--- src/rtl/uart_fifo_pkg.sv ---
package uart_fifo_pkg;

  localparam int unsigned BYTE_W = 8;

  typedef struct packed {
    logic [1:0] trig;
    logic       dma;
    logic       en;
  } fifo_cfg_t;

  // Receive trigger threshold in bytes for a two-bit select
  function automatic int unsigned rx_trig_bytes(input logic [1:0] sel);
    case (sel)
      2'b00:   return 1;
      2'b01:   return 4;
      2'b10:   return 8;
      default: return 14;
    endcase
  endfunction

  // Control state byte as seen by software
  function automatic logic [7:0] pack_state(input fifo_cfg_t c);
    return {c.trig, 2'b00, c.dma, 2'b00, c.en};
  endfunction

endpackage

--- src/rtl/uart_byte_fifo.sv ---
module uart_byte_fifo #(
  parameter int DEPTH = 16,
  parameter int W     = 8,
  localparam int CW   = $clog2(DEPTH + 1),
  localparam int AW   = (DEPTH > 1) ? $clog2(DEPTH) : 1
) (
  input  logic          clk,
  input  logic          rst_n,
  input  logic          flush,
  input  logic          single,
  input  logic          push,
  input  logic [W-1:0]  wdata,
  input  logic          pop,
  output logic [W-1:0]  rdata,
  output logic [CW-1:0] count,
  output logic          full,
  output logic          overrun
);

  localparam logic [CW-1:0] FULL_CNT = CW'(DEPTH);
  localparam logic [AW-1:0] LAST_PTR = AW'(DEPTH - 1);

  logic [W-1:0]  mem [DEPTH];
  logic [AW-1:0] wr_ptr, rd_ptr;
  logic          empty, do_push, do_pop;

  assign empty   = (count == '0);
  assign full    = single ? !empty : (count == FULL_CNT);
  assign do_pop  = pop && !empty && !flush;
  assign do_push = push && !flush && (!full || do_pop);
  assign overrun = push && !flush && !do_push;

  function automatic logic [AW-1:0] next_ptr(input logic [AW-1:0] p);
    return (p == LAST_PTR) ? '0 : p + 1'b1;
  endfunction

  always_ff @(posedge clk) begin
    if (do_push) mem[wr_ptr] <= wdata;
  end

  always_ff @(posedge clk or negedge rst_n) begin
    if (!rst_n) begin
      wr_ptr <= '0;
      rd_ptr <= '0;
      count  <= '0;
      rdata  <= '0;
    end else if (flush) begin
      wr_ptr <= '0;
      rd_ptr <= '0;
      count  <= '0;
    end else begin
      if (do_push) wr_ptr <= next_ptr(wr_ptr);
      if (do_pop) begin
        rd_ptr <= next_ptr(rd_ptr);
        rdata  <= mem[rd_ptr];
      end
      case ({do_push, do_pop})
        2'b10:   count <= count + 1'b1;
        2'b01:   count <= count - 1'b1;
        default: count <= count;
      endcase
    end
  end

endmodule

--- src/rtl/uart_fifo_cfg.sv ---
module uart_fifo_cfg
  import uart_fifo_pkg::*;
(
  input  logic       clk,
  input  logic       rst_n,
  input  logic       we,
  input  logic [7:0] wdata,
  output fifo_cfg_t  cfg,
  output logic       rx_flush,
  output logic       tx_flush
);

  logic en_edge;
  logic unused_rsvd;

  // Reserved field bits are accepted and dropped
  assign unused_rsvd = ^wdata[5:4];

  // Off-to-on transition, or any disabling write, empties both queues
  assign en_edge  = we && (!wdata[0] || !cfg.en);
  assign rx_flush = en_edge || (we && wdata[0] && wdata[1]);
  assign tx_flush = en_edge || (we && wdata[0] && wdata[2]);

  always_ff @(posedge clk or negedge rst_n) begin
    if (!rst_n) begin
      cfg <= '0;
    end else if (we) begin
      if (wdata[0]) begin
        cfg.en   <= 1'b1;
        cfg.dma  <= wdata[3];
        cfg.trig <= wdata[7:6];
      end else begin
        cfg.en <= 1'b0;
      end
    end
  end

endmodule

--- src/rtl/uart_rdy_gen.sv ---
module uart_rdy_gen
  import uart_fifo_pkg::*;
#(
  parameter int DEPTH = 16,
  localparam int CW   = $clog2(DEPTH + 1)
) (
  input  logic          clk,
  input  logic          rst_n,
  input  logic          mode1,
  input  logic [1:0]    trig_sel,
  input  logic [CW-1:0] rx_count,
  input  logic          rx_timeout,
  input  logic [CW-1:0] tx_count,
  input  logic          tx_full,
  output logic          rx_trig_hit,
  output logic          rxrdy_n,
  output logic          txrdy_n
);

  logic tx_arm;
  logic rx_any, tx_empty;

  assign rx_any      = (rx_count != '0);
  assign tx_empty    = (tx_count == '0);
  assign rx_trig_hit = (rx_count >= CW'(rx_trig_bytes(trig_sel)));

  // Transmit ready hysteresis: armed by empty, disarmed by full
  always_ff @(posedge clk or negedge rst_n) begin
    if (!rst_n)        tx_arm <= 1'b1;
    else if (tx_empty) tx_arm <= 1'b1;
    else if (tx_full)  tx_arm <= 1'b0;
  end

  always_comb begin
    if (mode1) begin
      rxrdy_n = !(rx_trig_hit || (rx_timeout && rx_any));
      txrdy_n = !((tx_empty || tx_arm) && !tx_full);
    end else begin
      rxrdy_n = !rx_any;
      txrdy_n = !tx_empty;
    end
  end

endmodule

--- src/rtl/uart_fifo_ctrl.sv ---
module uart_fifo_ctrl
  import uart_fifo_pkg::*;
#(
  parameter int DEPTH = 16,
  localparam int CW   = $clog2(DEPTH + 1)
) (
  input  logic              clk,
  input  logic              rst_n,
  input  logic              cfg_we,
  input  logic [7:0]        cfg_wdata,
  output logic [7:0]        ctrl_state,
  input  logic              tx_push,
  input  logic [BYTE_W-1:0] tx_wdata,
  input  logic              tx_pop,
  output logic [BYTE_W-1:0] tx_rdata,
  output logic [CW-1:0]     tx_count,
  output logic              tx_overrun,
  input  logic              rx_push,
  input  logic [BYTE_W-1:0] rx_wdata,
  input  logic              rx_pop,
  output logic [BYTE_W-1:0] rx_rdata,
  output logic [CW-1:0]     rx_count,
  output logic              rx_overrun,
  input  logic              rx_timeout,
  output logic              rx_trig_hit,
  output logic              rxrdy_n,
  output logic              txrdy_n
);

  fifo_cfg_t cfg;
  logic      rx_flush, tx_flush;
  logic      rx_full, tx_full;
  logic      mode1, single;

  assign mode1      = cfg.en && cfg.dma;
  assign single     = !cfg.en;
  assign ctrl_state = pack_state(cfg);

  uart_fifo_cfg i_cfg (
    .clk      (clk),
    .rst_n    (rst_n),
    .we       (cfg_we),
    .wdata    (cfg_wdata),
    .cfg      (cfg),
    .rx_flush (rx_flush),
    .tx_flush (tx_flush)
  );

  uart_byte_fifo #(.DEPTH(DEPTH), .W(BYTE_W)) i_tx_fifo (
    .clk     (clk),
    .rst_n   (rst_n),
    .flush   (tx_flush),
    .single  (single),
    .push    (tx_push),
    .wdata   (tx_wdata),
    .pop     (tx_pop),
    .rdata   (tx_rdata),
    .count   (tx_count),
    .full    (tx_full),
    .overrun (tx_overrun)
  );

  uart_byte_fifo #(.DEPTH(DEPTH), .W(BYTE_W)) i_rx_fifo (
    .clk     (clk),
    .rst_n   (rst_n),
    .flush   (rx_flush),
    .single  (single),
    .push    (rx_push),
    .wdata   (rx_wdata),
    .pop     (rx_pop),
    .rdata   (rx_rdata),
    .count   (rx_count),
    .full    (rx_full),
    .overrun (rx_overrun)
  );

  uart_rdy_gen #(.DEPTH(DEPTH)) i_rdy (
    .clk         (clk),
    .rst_n       (rst_n),
    .mode1       (mode1),
    .trig_sel    (cfg.trig),
    .rx_count    (rx_count),
    .rx_timeout  (rx_timeout),
    .tx_count    (tx_count),
    .tx_full     (tx_full),
    .rx_trig_hit (rx_trig_hit),
    .rxrdy_n     (rxrdy_n),
    .txrdy_n     (txrdy_n)
  );

endmodule

--- config.mk ---
export PLATFORM = sky130hd
export DESIGN_NAME = uart_fifo_ctrl
export DESIGN_NICKNAME = d
export VERILOG_FILES = /design/src/rtl/uart_fifo_pkg.sv /design/src/rtl/uart_byte_fifo.sv /design/src/rtl/uart_fifo_cfg.sv /design/src/rtl/uart_rdy_gen.sv /design/src/rtl/uart_fifo_ctrl.sv
export SDC_FILE = /design/constraint.sdc
export NUM_CORES = 1
export LEC_CHECK = 0
export CORE_UTILIZATION = 50
export DETAILED_ROUTE_END_ITERATION = 12
export GPL_ROUTABILITY_DRIVEN = 0
export PLACE_DENSITY = 0.67
export SKIP_CTS_REPAIR_TIMING = 1
export SLEW_MARGIN = 20
export SYNTH_ARGS = -nofsm -noshare
export SYNTH_HDL_FRONTEND = slang
export SYNTH_SLANG_ARGS = --single-unit
--- constraint.sdc ---
create_clock -name clk -period 2.62 [get_ports clk]
set_input_delay 0.524 -clock clk [delete_from_list [all_inputs] [get_ports clk]]
set_output_delay 0.524 -clock clk [all_outputs]
set_load 0.1 [all_outputs]
# --- After elaboration in Yosys (flattened, before gate mapping) ---
# Memory sizes are Yosys's and may differ from the RTL's. A register that Yosys moved wholly into a read port is not among the register bits.
# Cells that the tools add are included.
word_totals:
  out_inout_bits: 39
  wordCells: 116
  mem_bits_rw: 256
  register_bits: 31
  input_bits: 32
  n_memories: 2
mem_list:
  columns: ["name", "words", "width", "read_ports", "rd_clocked_by_memory_dff", "wr", "line", "source"]
  rows:
  - ["i_rx_fifo.mem", 16, 8, 1, 1, 1, "uart_byte_fifo.sv:23", "logic [W-1:0] mem [DEPTH];"]
  - ["i_tx_fifo.mem", 16, 8, 1, 1, 1, "uart_byte_fifo.sv:23", null]
op_classes:
  add_sub_neg: 8
  order_cmp: 1
  reduce_logical: 53
  mux: 28
  bitwise: 2
  n_eq_ne: 12
ops:
  columns: ["op", "n"]
  rows:
  - ["$mux 4", 12]
  - ["$pmux 5 s2", 2]
  - ["$logic_and 1x1->1", 17]
  - ["$add 4x1->4 const B", 4]
  - ["$eq 4x4->1 const B", 4]
  - ["$logic_not 1->1", 15]
  - ["$pmux 4 s3", 1]
  - ["$mux 1", 11]
  - ["$add 5x1->5 const B", 2]
  - ["$eq 5x5->1 const B", 2]
  - ["$logic_not 5->1", 2]
  - ["$mux 5", 2]
  - ["$reduce_bool 2->1", 5]
  - ["$sub 5x1->5 const B", 2]
  - ["$logic_or 1x1->1", 7]
  - ["$eq 2x1->1 const B", 3]
  - ["$eq 2x2->1 const B", 3]
  - ["$reduce_and 2->1", 3]
  - ["$reduce_bool 3->1", 2]
  - ["$ge 5x4->1", 1]
  - ["$reduce_bool 5->1", 1]
  - ["$logic_not 2->1", 1]
  - ["$not 1->1", 2]

# --- Longest topological paths before layout ---
# Gate-level depths: netlist of run 1.
logic_depth:
  depth_word: 11
  mapped_depth: 11
  mapped_depth_nobuf: 10

# --- Cells and area by module ---
# Synthesis of run 1 repeated with hierarchy kept, for this count alone.
unflattened:
  hier_cells: 742
  hier_area_um2: 12863.6
by_module_without_submodules:
  columns: ["mod", "seq_area_each_um2", "n_inst", "area_each_um2", "cells_per_inst"]
  rows:
  - ["uart_byte_fifo (i_rx_fifo)", 4369.2, 1, 6251.0, 353]
  - ["uart_byte_fifo (i_tx_fifo)", 4369.2, 1, 6190.9, 343]
  - ["uart_rdy_gen", 26.3, 1, 198.9, 26]
  - ["uart_fifo_cfg", 100.1, 1, 178.9, 13]
  - ["uart_fifo_ctrl", 0.0, 1, 43.8, 7]

# --- Worst setup path after synthesis of run 1 ---
# OpenSTA, ideal clock, no wires.
synth_timing:
  kind: "register -> output"
  start: "register, netlist name i_cfg.cfg[0]"
  end: "output port rx_overrun"
  n_path_buf: 1
  setup_slack_ns: -2.556
  required_time_ns: 2.096
  t_arrival_ns: 4.652
  stages_incl_launch_ff: 6
  path_cell_list: "dfrtp_1 -> buf_2 -> nand2_1 -> o21ai_0 -> nand2_1 -> nor4_1"
synth_via:
  elab_chain_len: 10
  word_cells_on_any_way: 13
  classes_between: "1 x mux; 12 x reduce/logical"
synth_rtl:
  columns: ["element", "line", "source"]
  rows:
  - ["$logic_not 1->1", "uart_fifo_cfg.sv:20", "assign en_edge = we && (!wdata[0] || !cfg.en);"]
  - ["$logic_or 1x1->1", "uart_fifo_cfg.sv:20", null]
  - ["$logic_and 1x1->1", "uart_fifo_cfg.sv:20", null]
  - ["$logic_or 1x1->1", "uart_fifo_cfg.sv:21", "assign rx_flush = en_edge || (we && wdata[0] && wdata[1]);"]
  - ["$logic_not 1->1", "uart_byte_fifo.sv:29, uart_byte_fifo.sv:30, uart_byte_fifo.sv:31", null]
  - ["$logic_and 1x1->1", "uart_byte_fifo.sv:29", "assign do_pop = pop && !empty && !flush;"]
  - ["$logic_or 1x1->1", "uart_byte_fifo.sv:30", "assign do_push = push && !flush && (!full || do_pop);"]
  - ["$logic_and 1x1->1", "uart_byte_fifo.sv:30", null]
  - ["$logic_not 1->1", "uart_byte_fifo.sv:31", "assign overrun = push && !flush && !do_push;"]
  - ["$logic_and 1x1->1 (*)", "uart_byte_fifo.sv:31", null]
  - ["end: declaration", "uart_fifo_ctrl.sv:23", "output logic rx_overrun,"]
# Every way passes the cells marked *; elsewhere a longest branch is shown, timed or not.

# --- Worst setup path in the final report of run 1 ---
layout_timing:
  start: "register, netlist name i_cfg.cfg[2]"
  end: "output port rxrdy_n"
layout_via:
  elab_chain_len: 6
  word_cells_on_any_way: 8
  classes_between: "1 x order compare; 2 x eq/ne; 2 x mux; 3 x reduce/logical"
layout_rtl:
  columns: ["element", "line", "source"]
  rows:
  - ["$eq 2x2->1, or another cell as far along", "uart_fifo_pkg.sv:13", "case (sel)"]
  - ["$pmux 4 s3 (*)", "uart_fifo_pkg.sv:13", null]
  - ["$ge 5x4->1 (*)", "uart_rdy_gen.sv:25", "assign rx_trig_hit = (rx_count >= CW'(rx_trig_bytes(trig_sel)));"]
  - ["$logic_or 1x1->1 (*)", "uart_rdy_gen.sv:36", "rxrdy_n = !(rx_trig_hit || (rx_timeout && rx_any));"]
  - ["$logic_not 1->1 (*)", "uart_rdy_gen.sv:36", null]
  - ["$mux 1 (*)", "uart_rdy_gen.sv:35", "if (mode1) begin"]
  - ["end: declaration", "uart_fifo_ctrl.sv:26", "output logic rxrdy_n,"]
# Marks and branches as above.

==> results of run 1 <==
==> cell usage after synthesis (3+ instances only) <==
library cell and n:
nor3_1 9, edfxtp_1 256, nand3_1 8, and3_1 5
o21ai_0 7, buf_2 7, dfrtp_1 46, a311oi_1 4
or3_1 4, buf_4 10, mux2i_1 6, nand2_1 33
xor2_1 5, and2_1 12, buf_1 3, a31oi_1 3
ha_1 19, a21o_1 4, mux2_2 19, a21oi_1 16
clkbuf_1 15, nor2_1 32, inv_1 17, nand2b_1 6
mux2_1 3, mux4_2 80
==> layout make-up <==
| class | count | area [um^2] | area share, % |
|---|---|---|---|
| flip-flops and latches | 303 | 8900 | 56.4 |
| multi-input cells | 318 | 3890 | 24.7 |
| repair buffers | 137 | 1480 | 9.37 |
| clock buffers | 41 | 833 | 5.28 |
| well taps | 324 | 405 | 2.57 |
| clock inverters | 15 | 201 | 1.28 |
| inverters | 17 | 68.8 | 0.436 |
==> cells by family after synthesis <==
logic type	after synthesis	share of synthesized area, %
xor+xnor	7	0.486
mux	109	16.9
simple gates	120	4.66
compound gates	58	3.44
flops	303	70.3
fa+ha+maj	20	2.04
buf+inv	54	2.09
other cells	1	0.0298
==> final timing paths <==
| path | cells past startpoint | slack, ns | to |
|---|---|---|---|
| hold reg to reg | 1 | 0.51 | i_tx_fifo.rdata[7]$_DFFE_PN0P_ |
| setup / recovery | 8 | -0.52 | rxrdy_n |
| min in group clk | 1 | 0.51 | i_tx_fifo.rdata[7]$_DFFE_PN0P_ |
| setup reg to reg | 11 | -0.01 | i_rx_fifo.count[3]$_DFFE_PN0P_ |
| hold / removal | 2 | 0.11 | i_rx_fifo.rdata[4]$_DFFE_PN0P_ |
| max in group asynchronous | 2 | 1.98 | i_tx_fifo.count[1]$_DFFE_PN0P_ |
==> metal layers <==
layer	vias up	GRT usage, %	part of all wire [%]
li1	2961	-	-
met1	3399	24.7	39
met2	128	36.9	55
met3	50	2.48	2.7
met4	0	6.65	3.2
met5	-	0	0
==> registers in the layout, indices dropped and copies added, names as in the netlist <==
signal            flops
i_cfg.cfg             4
i_rdy.tx_arm          1
i_tx_fifo.mem       128
i_tx_fifo.rd_ptr      4
i_rx_fifo.rdata       8
i_rx_fifo.mem       128
i_rx_fifo.wr_ptr      4
i_tx_fifo.rdata       8
i_tx_fifo.wr_ptr      4
i_tx_fifo.count       5
i_rx_fifo.count       5
i_rx_fifo.rd_ptr      4
==> stage by stage <==
step	std cells	total power [W]	area, um^2	setup slack (ns)	setup TNS, ns
3_5_place_dp	1088	0.0117	14600	-0.396	-4.19
4_1_cts	1144	0.0161	15600	-0.527	-1.50
5_1_grt	1155	0.0168	15800	-0.572	-1.61
3_3_place_gp	1088	0.0115	14600	-0.301	-1.26
6_report	1155	0.0162	15800	-0.518	-1.19
2_1_floorplan	675	0.0101	13000	-0.416	-9.03
==> report_power, final <==
group | switching, W | internal (W)
clock | 0.00172 | 0.00271
sequential | 0.000297 | 0.00558
combinational | 0.00351 | 0.00237
==> cell usage in the layout, fill, tap and decap left out, types with 3 or more instances in the layout <==
master	count
nor2_4	14
clkdlybuf4s50_1	28
and2_1	12
nor2_2	4
o21ai_0	6
mux4_2	80
buf_4	76
clkbuf_16	31
nand2b_1	4
clkinv_1	4
nor3_4	4
buf_12	30
dfrtp_4	7
mux2_2	19
nor2_1	15
dfrtp_2	8
inv_1	15
ha_4	3
dfrtp_1	31
xor2_1	5
ha_1	16
conb_1	4
a21oi_1	14
clkinv_2	4
nor3_2	3
edfxtp_1	256
a21o_1	4
bufinv_16	5
nand2_1	30
and3_1	4
or3_1	3
clkbuf_1	8
nand2_4	3
mux2i_1	6
nand3_1	8
a311oi_1	3
==> worst max-delay path, stage by stage, from the launching register on <==
cell and delay, ns:
dfrtp_4 0.50, nor2_2 0.11, ha_1 0.24, nand2b_4 0.14, a21o_1 0.15, a21o_1 0.16, a211o_4 0.35, a31oi_4 0.21
buf_12 0.20
==> impl_metrics.env, run 1 <==
export IMPL_status="finished with violations"
export IMPL_violations="setup timing"
export IMPL_worst_slew_pin_slew_ns=0.697
export IMPL_ys_seq_area_share_pct=70.3
export IMPL_cts_htree_levels=1
export IMPL_slew_headroom_pct=53.5
export IMPL_cts_buffers=30
export IMPL_whs_ns=0.105
export IMPL_yosys_area_top_type="edfxtp_1"
export IMPL_r2r_start="i_rx_fifo.count[1]$_DFFE_PN0P_"
export IMPL_area_growth_pct=25.2
export IMPL_report_final_slew_viol_count=0
export IMPL_clk_pin_slew_ns=0.06
export IMPL_max_cap_violations=0
export IMPL_synth_top_flop_cell="edfxtp_1"
export IMPL_cts_tree="built"
export IMPL_detail_route_antenna_nets=0
export IMPL_cts_sinks=303
export IMPL_nNetsFinal=859
export IMPL_vias=6538
export IMPL_synth_top_area_share_pct=61.0
export IMPL_ios=71
export IMPL_cts_root_buf="clkbuf_16"
export IMPL_die_h_um=161
export IMPL_drc=0
export IMPL_wl_mm=25.1
export IMPL_drive_gt1_share_pct=39.6
export IMPL_synth_area_top_cells="edfxtp_1 61%, mux4_2 14%, dfrtp_1 9.1%"
export IMPL_timing_fmax_ghz=0.319
export IMPL_worstPathMaxFanout=4
export IMPL_rsz0062_at_grt="yes"
export IMPL_final_core_util_pct=64.3
export IMPL_die_area_mm2=0.0258
export IMPL_critPathLaunchType="flip-flop"
export IMPL_antenna_found_initial=0
export IMPL_drt_pass1_iterations=5
export IMPL_drt_first_iter_violations=427
export IMPL_crit_arrival_ns=2.61
export IMPL_syn_area_mm2=0.0126
export IMPL_routed_via_density=5.66
export IMPL_synth_cell_types=59
export IMPL_fin_ws_ns=-0.518
export IMPL_required_ns=2.10
export IMPL_peakVddDrop_mv=0.677
export IMPL_dp_hpwl_mm=17.2
export IMPL_syn_inst=672
export IMPL_initial_utilization_pct=51.4
export IMPL_ys_ff_latch=303
export IMPL_worst_setup_path_end_kind="output pin"
export IMPL_power_density_mw_per_mm2=1030
export IMPL_fin_crit_sh_pct=120
export IMPL_hold_viol_final=0
export IMPL_clk_latency_ns=0.55
export IMPL_startpoint="i_cfg.cfg[2]$_DFFE_PN0N_"
export IMPL_synth_edf_count=256
export IMPL_grt_pass1_wl_mm=39.4
export IMPL_core_area_mm2=0.0245
export IMPL_wl_per_cell_um=21.7
export IMPL_core_rowCount=57
export IMPL_fin_worst_skew_ns=0.0197
export IMPL_grt_overflow_total=0
export IMPL_finalSetupViolations=5
export IMPL_async_reset_ff_share_pct=15.5
export IMPL_diodes=0
export IMPL_grt_max_degree=48
export IMPL_hold_class="in2async"
export IMPL_syn_avg_cell_area_um2=18.8
export IMPL_grt_use_total_pct=20.1
export IMPL_clock_path_buffers=3
export IMPL_period_needed_ns=3.14
export IMPL_die_w_um=161
export IMPL_path_class="reg2out"
export IMPL_port_buffers=64
export IMPL_synth_warnings=0
export IMPL_p_leak_nw=5.35
export IMPL_grt_pass1_vias=7057
export IMPL_nFillCells=1656
No activity file was read; power rests on OpenSTA's default activity.
==> inputs of run 2 (changes only) <==
--- a/config.mk
+++ b/config.mk
@@ -7,10 +7,9 @@
 export LEC_CHECK = 0
 export CORE_UTILIZATION = 50
 export DETAILED_ROUTE_END_ITERATION = 12
+export DONT_BUFFER_PORTS = 1
 export GPL_ROUTABILITY_DRIVEN = 0
-export PLACE_DENSITY = 0.67
-export SKIP_CTS_REPAIR_TIMING = 1
-export SLEW_MARGIN = 20
+export PLACE_DENSITY = 0.64
 export SYNTH_ARGS = -nofsm -noshare
 export SYNTH_HDL_FRONTEND = slang
 export SYNTH_SLANG_ARGS = --single-unit
==> run 2 against run 1 <==
- the flow still finishes with violations (setup timing)
- global-route usage fell by 0.48 points
- worst setup slack improved by 0.12 ns
- via count fell by 5.1%
- count of clock-buffer cells in the layout fell by 1
- fmax rose by 4.0%
- register-to-register slack got worse by 0.15 ns
- critical path depth did not move
- clock skew fell by 0.0087 ns
- sequential cell count did not move
- critical endpoint unchanged
- largest cell class unchanged
==> impl_metrics.env, run 2 (synthesis gave the netlist of run 1 again) <==
export IMPL_dp_hpwl_mm=16.2
export IMPL_critPathBufInv=1
export IMPL_timing_fmax_ghz=0.331
export IMPL_ios=71
export IMPL_rsz0062_at_grt="yes"
export IMPL_antenna_found_initial=0
export IMPL_hp_start="rx_wdata[6]"
export IMPL_diodes=0
export IMPL_violations="setup timing"
export IMPL_clk_latency_ns=0.54
export IMPL_startpoint="i_cfg.cfg[3]$_DFFE_PN0N_"
export IMPL_initial_utilization_pct=51.4
export IMPL_whs_ns=0.0760
export IMPL_drc=0
export IMPL_path_class="reg2out"
export IMPL_crit_path_max_incr_delay_ns=0.49
export IMPL_vias=6204
export IMPL_grt_pass1_wl_mm=38.6
export IMPL_finalSetupViolations=5
export IMPL_fin_crit_sh_pct=115
export IMPL_cpMostUsedCell="a21o_1"
export IMPL_required_ns=2.10
export IMPL_report_final_slew_viol_count=0
export IMPL_path_cells="nor2_4, ha_4, nand2b_4, a21o_1, a21o_1, a211o_4, a31oi_4, buf_12"
export IMPL_place_inst=1006
export IMPL_final_cell_area_mm2=0.0149
export IMPL_slowest_stage="dfrtp_4"
export IMPL_reg_top3="i_rx_fifo.mem x128, i_tx_fifo.mem x128"
export IMPL_clk_pin_slew_ns=0.06
export IMPL_placed_area_mm2=0.0136
export IMPL_max_cap_violations=0
export IMPL_worst_slew_pin_slew_ns=0.957
export IMPL_path_delay_family="compound AO/OA/AOI/OAI gates"
export IMPL_die_area_mm2=0.0258
export IMPL_grt_use_total_pct=19.6
export IMPL_grt_pass1_vias=6724
export IMPL_drt_first_iter_violations=470
export IMPL_layout_cells_non_filler=1074
export IMPL_fin_setup_tns_ns=-1.07
export IMPL_detail_route_antenna_nets=0
export IMPL_r2r_start="i_rx_fifo.count[1]$_DFFE_PN0P_"
export IMPL_area_growth_pct=18.0
export IMPL_port_buffers=0
export IMPL_peakVddDrop_mv=0.588
export IMPL_critPathLaunchType="flip-flop"
export IMPL_cts_htree_levels=1
export IMPL_hold_viol_final=0
export IMPL_final_core_util_pct=60.6
export IMPL_wl_mm=24.5
export IMPL_wl_per_cell_um=22.8
export IMPL_grt_max_degree=48
export IMPL_core_area_mm2=0.0245
export IMPL_final_common_cell="edfxtp_1"
export IMPL_status="finished with violations"
export IMPL_worstPathMaxFanout=2
export IMPL_crit_arrival_ns=2.49
export IMPL_die_w_um=161
export IMPL_drive_gt1_share_pct=37.1
export IMPL_routed_via_density=5.78
export IMPL_period_needed_ns=3.02
export IMPL_cts_sinks=303
export IMPL_slew_headroom_pct=36.2
export IMPL_p_leak_nw=4.90
export IMPL_cts_tree="built"
export IMPL_die_h_um=161
export IMPL_drt_pass1_iterations=4
export IMPL_final_cell_mix="256 x edfxtp_1, 80 x mux4_2, 41 x buf_4, 31 x clkbuf_16, 31 x dfrtp_1"
export IMPL_clock_path_buffers=3
export IMPL_fin_worst_skew_ns=0.0110
export IMPL_power_density_mw_per_mm2=1040
export IMPL_worst_setup_path_end_kind="output pin"
export IMPL_cts_buffers=31
export IMPL_hold_class="in2reg"
export IMPL_core_rowCount=57
export IMPL_fin_ws_ns=-0.397
export IMPL_grt_overflow_total=0
export IMPL_nNetsFinal=780
export IMPL_cts_root_buf="clkbuf_16"
## run 2: worst register-to-register path, stage by stage (launching register included)
cell and delay [ns]:
dfrtp_4 0.49, or4_4 0.57, buf_6 0.15, o21ai_4 0.12
or3_4 0.16, buf_6 0.10, fa_2 0.21, nand2b_4 0.14
a21oi_4 0.07, nor3_2 0.21, a311oi_1 0.07, a2111oi_1 0.38
## run 2: cell type report
class	instances	area [um^2]
clock buffer	40	810
inverter	17	68.8
tap	324	405
clock inverter	15	154
fill	1752	9660
timing repair buffer	57	608
sequential	303	8900
multi-input combinational	318	3930
## run 2: through the flow
step | total power [W] | setup WS, ns
2_1_floorplan | 0.0101 | -0.416
3_3_place_gp | 0.0110 | 0.0429
3_5_place_dp | 0.0111 | -0.0591
4_1_cts | 0.0155 | -0.423
5_1_grt | 0.0161 | -0.486
6_report | 0.0155 | -0.397
## run 2: layer usage
layer	vias to the layer above	track usage [%]	routed length [um]
met1	3268	24.3	9790
met5	-	0	0
li1	2790	-	-
met3	34	2.76	876
met2	112	36.4	13400
met4	0	4.50	388
## run 2: worst paths after layout
| path | endpoint | slack [ns] | depth (start not counted) |
|---|---|---|---|
| setup reg to reg | i_rx_fifo.count[4]$_DFFE_PN0P_ | -0.16 | 11 |
| hold reg to reg | i_rdy.tx_arm$_DFFE_PN1P_ | 0.51 | 2 |
| hold / removal | i_rx_fifo.mem[0][6]$_DFFE_PP_ | 0.08 | 0 |
| setup / recovery | rxrdy_n | -0.40 | 8 |
| max in group asynchronous | i_rdy.tx_arm$_DFFE_PN1P_ | 1.82 | 2 |
| min in group asynchronous | i_rx_fifo.rdata[3]$_DFFE_PN0P_ | 0.52 | 2 |
## run 2: power by group
group	internal [W]	total (W)	switching, W
Sequential	0.00556	0.00679	0.00123
Clock	0.00246	0.00418	0.00172
Combinational	0.00203	0.00450	0.00246
Total	0.0101	0.0155	0.00541
## run 2: timing repair
| item | in CTS | in global routing |
|---|---|---|
| resized for setup | 10 | 22 |
| hold buffers | 2 | 0 |
| endpoints found under the hold margin | 47 | 0 |
| pin swaps | 5 | 10 |
| setup endpoints to repair | 30 | 104 |
| buffers inserted | 7 | 4 |
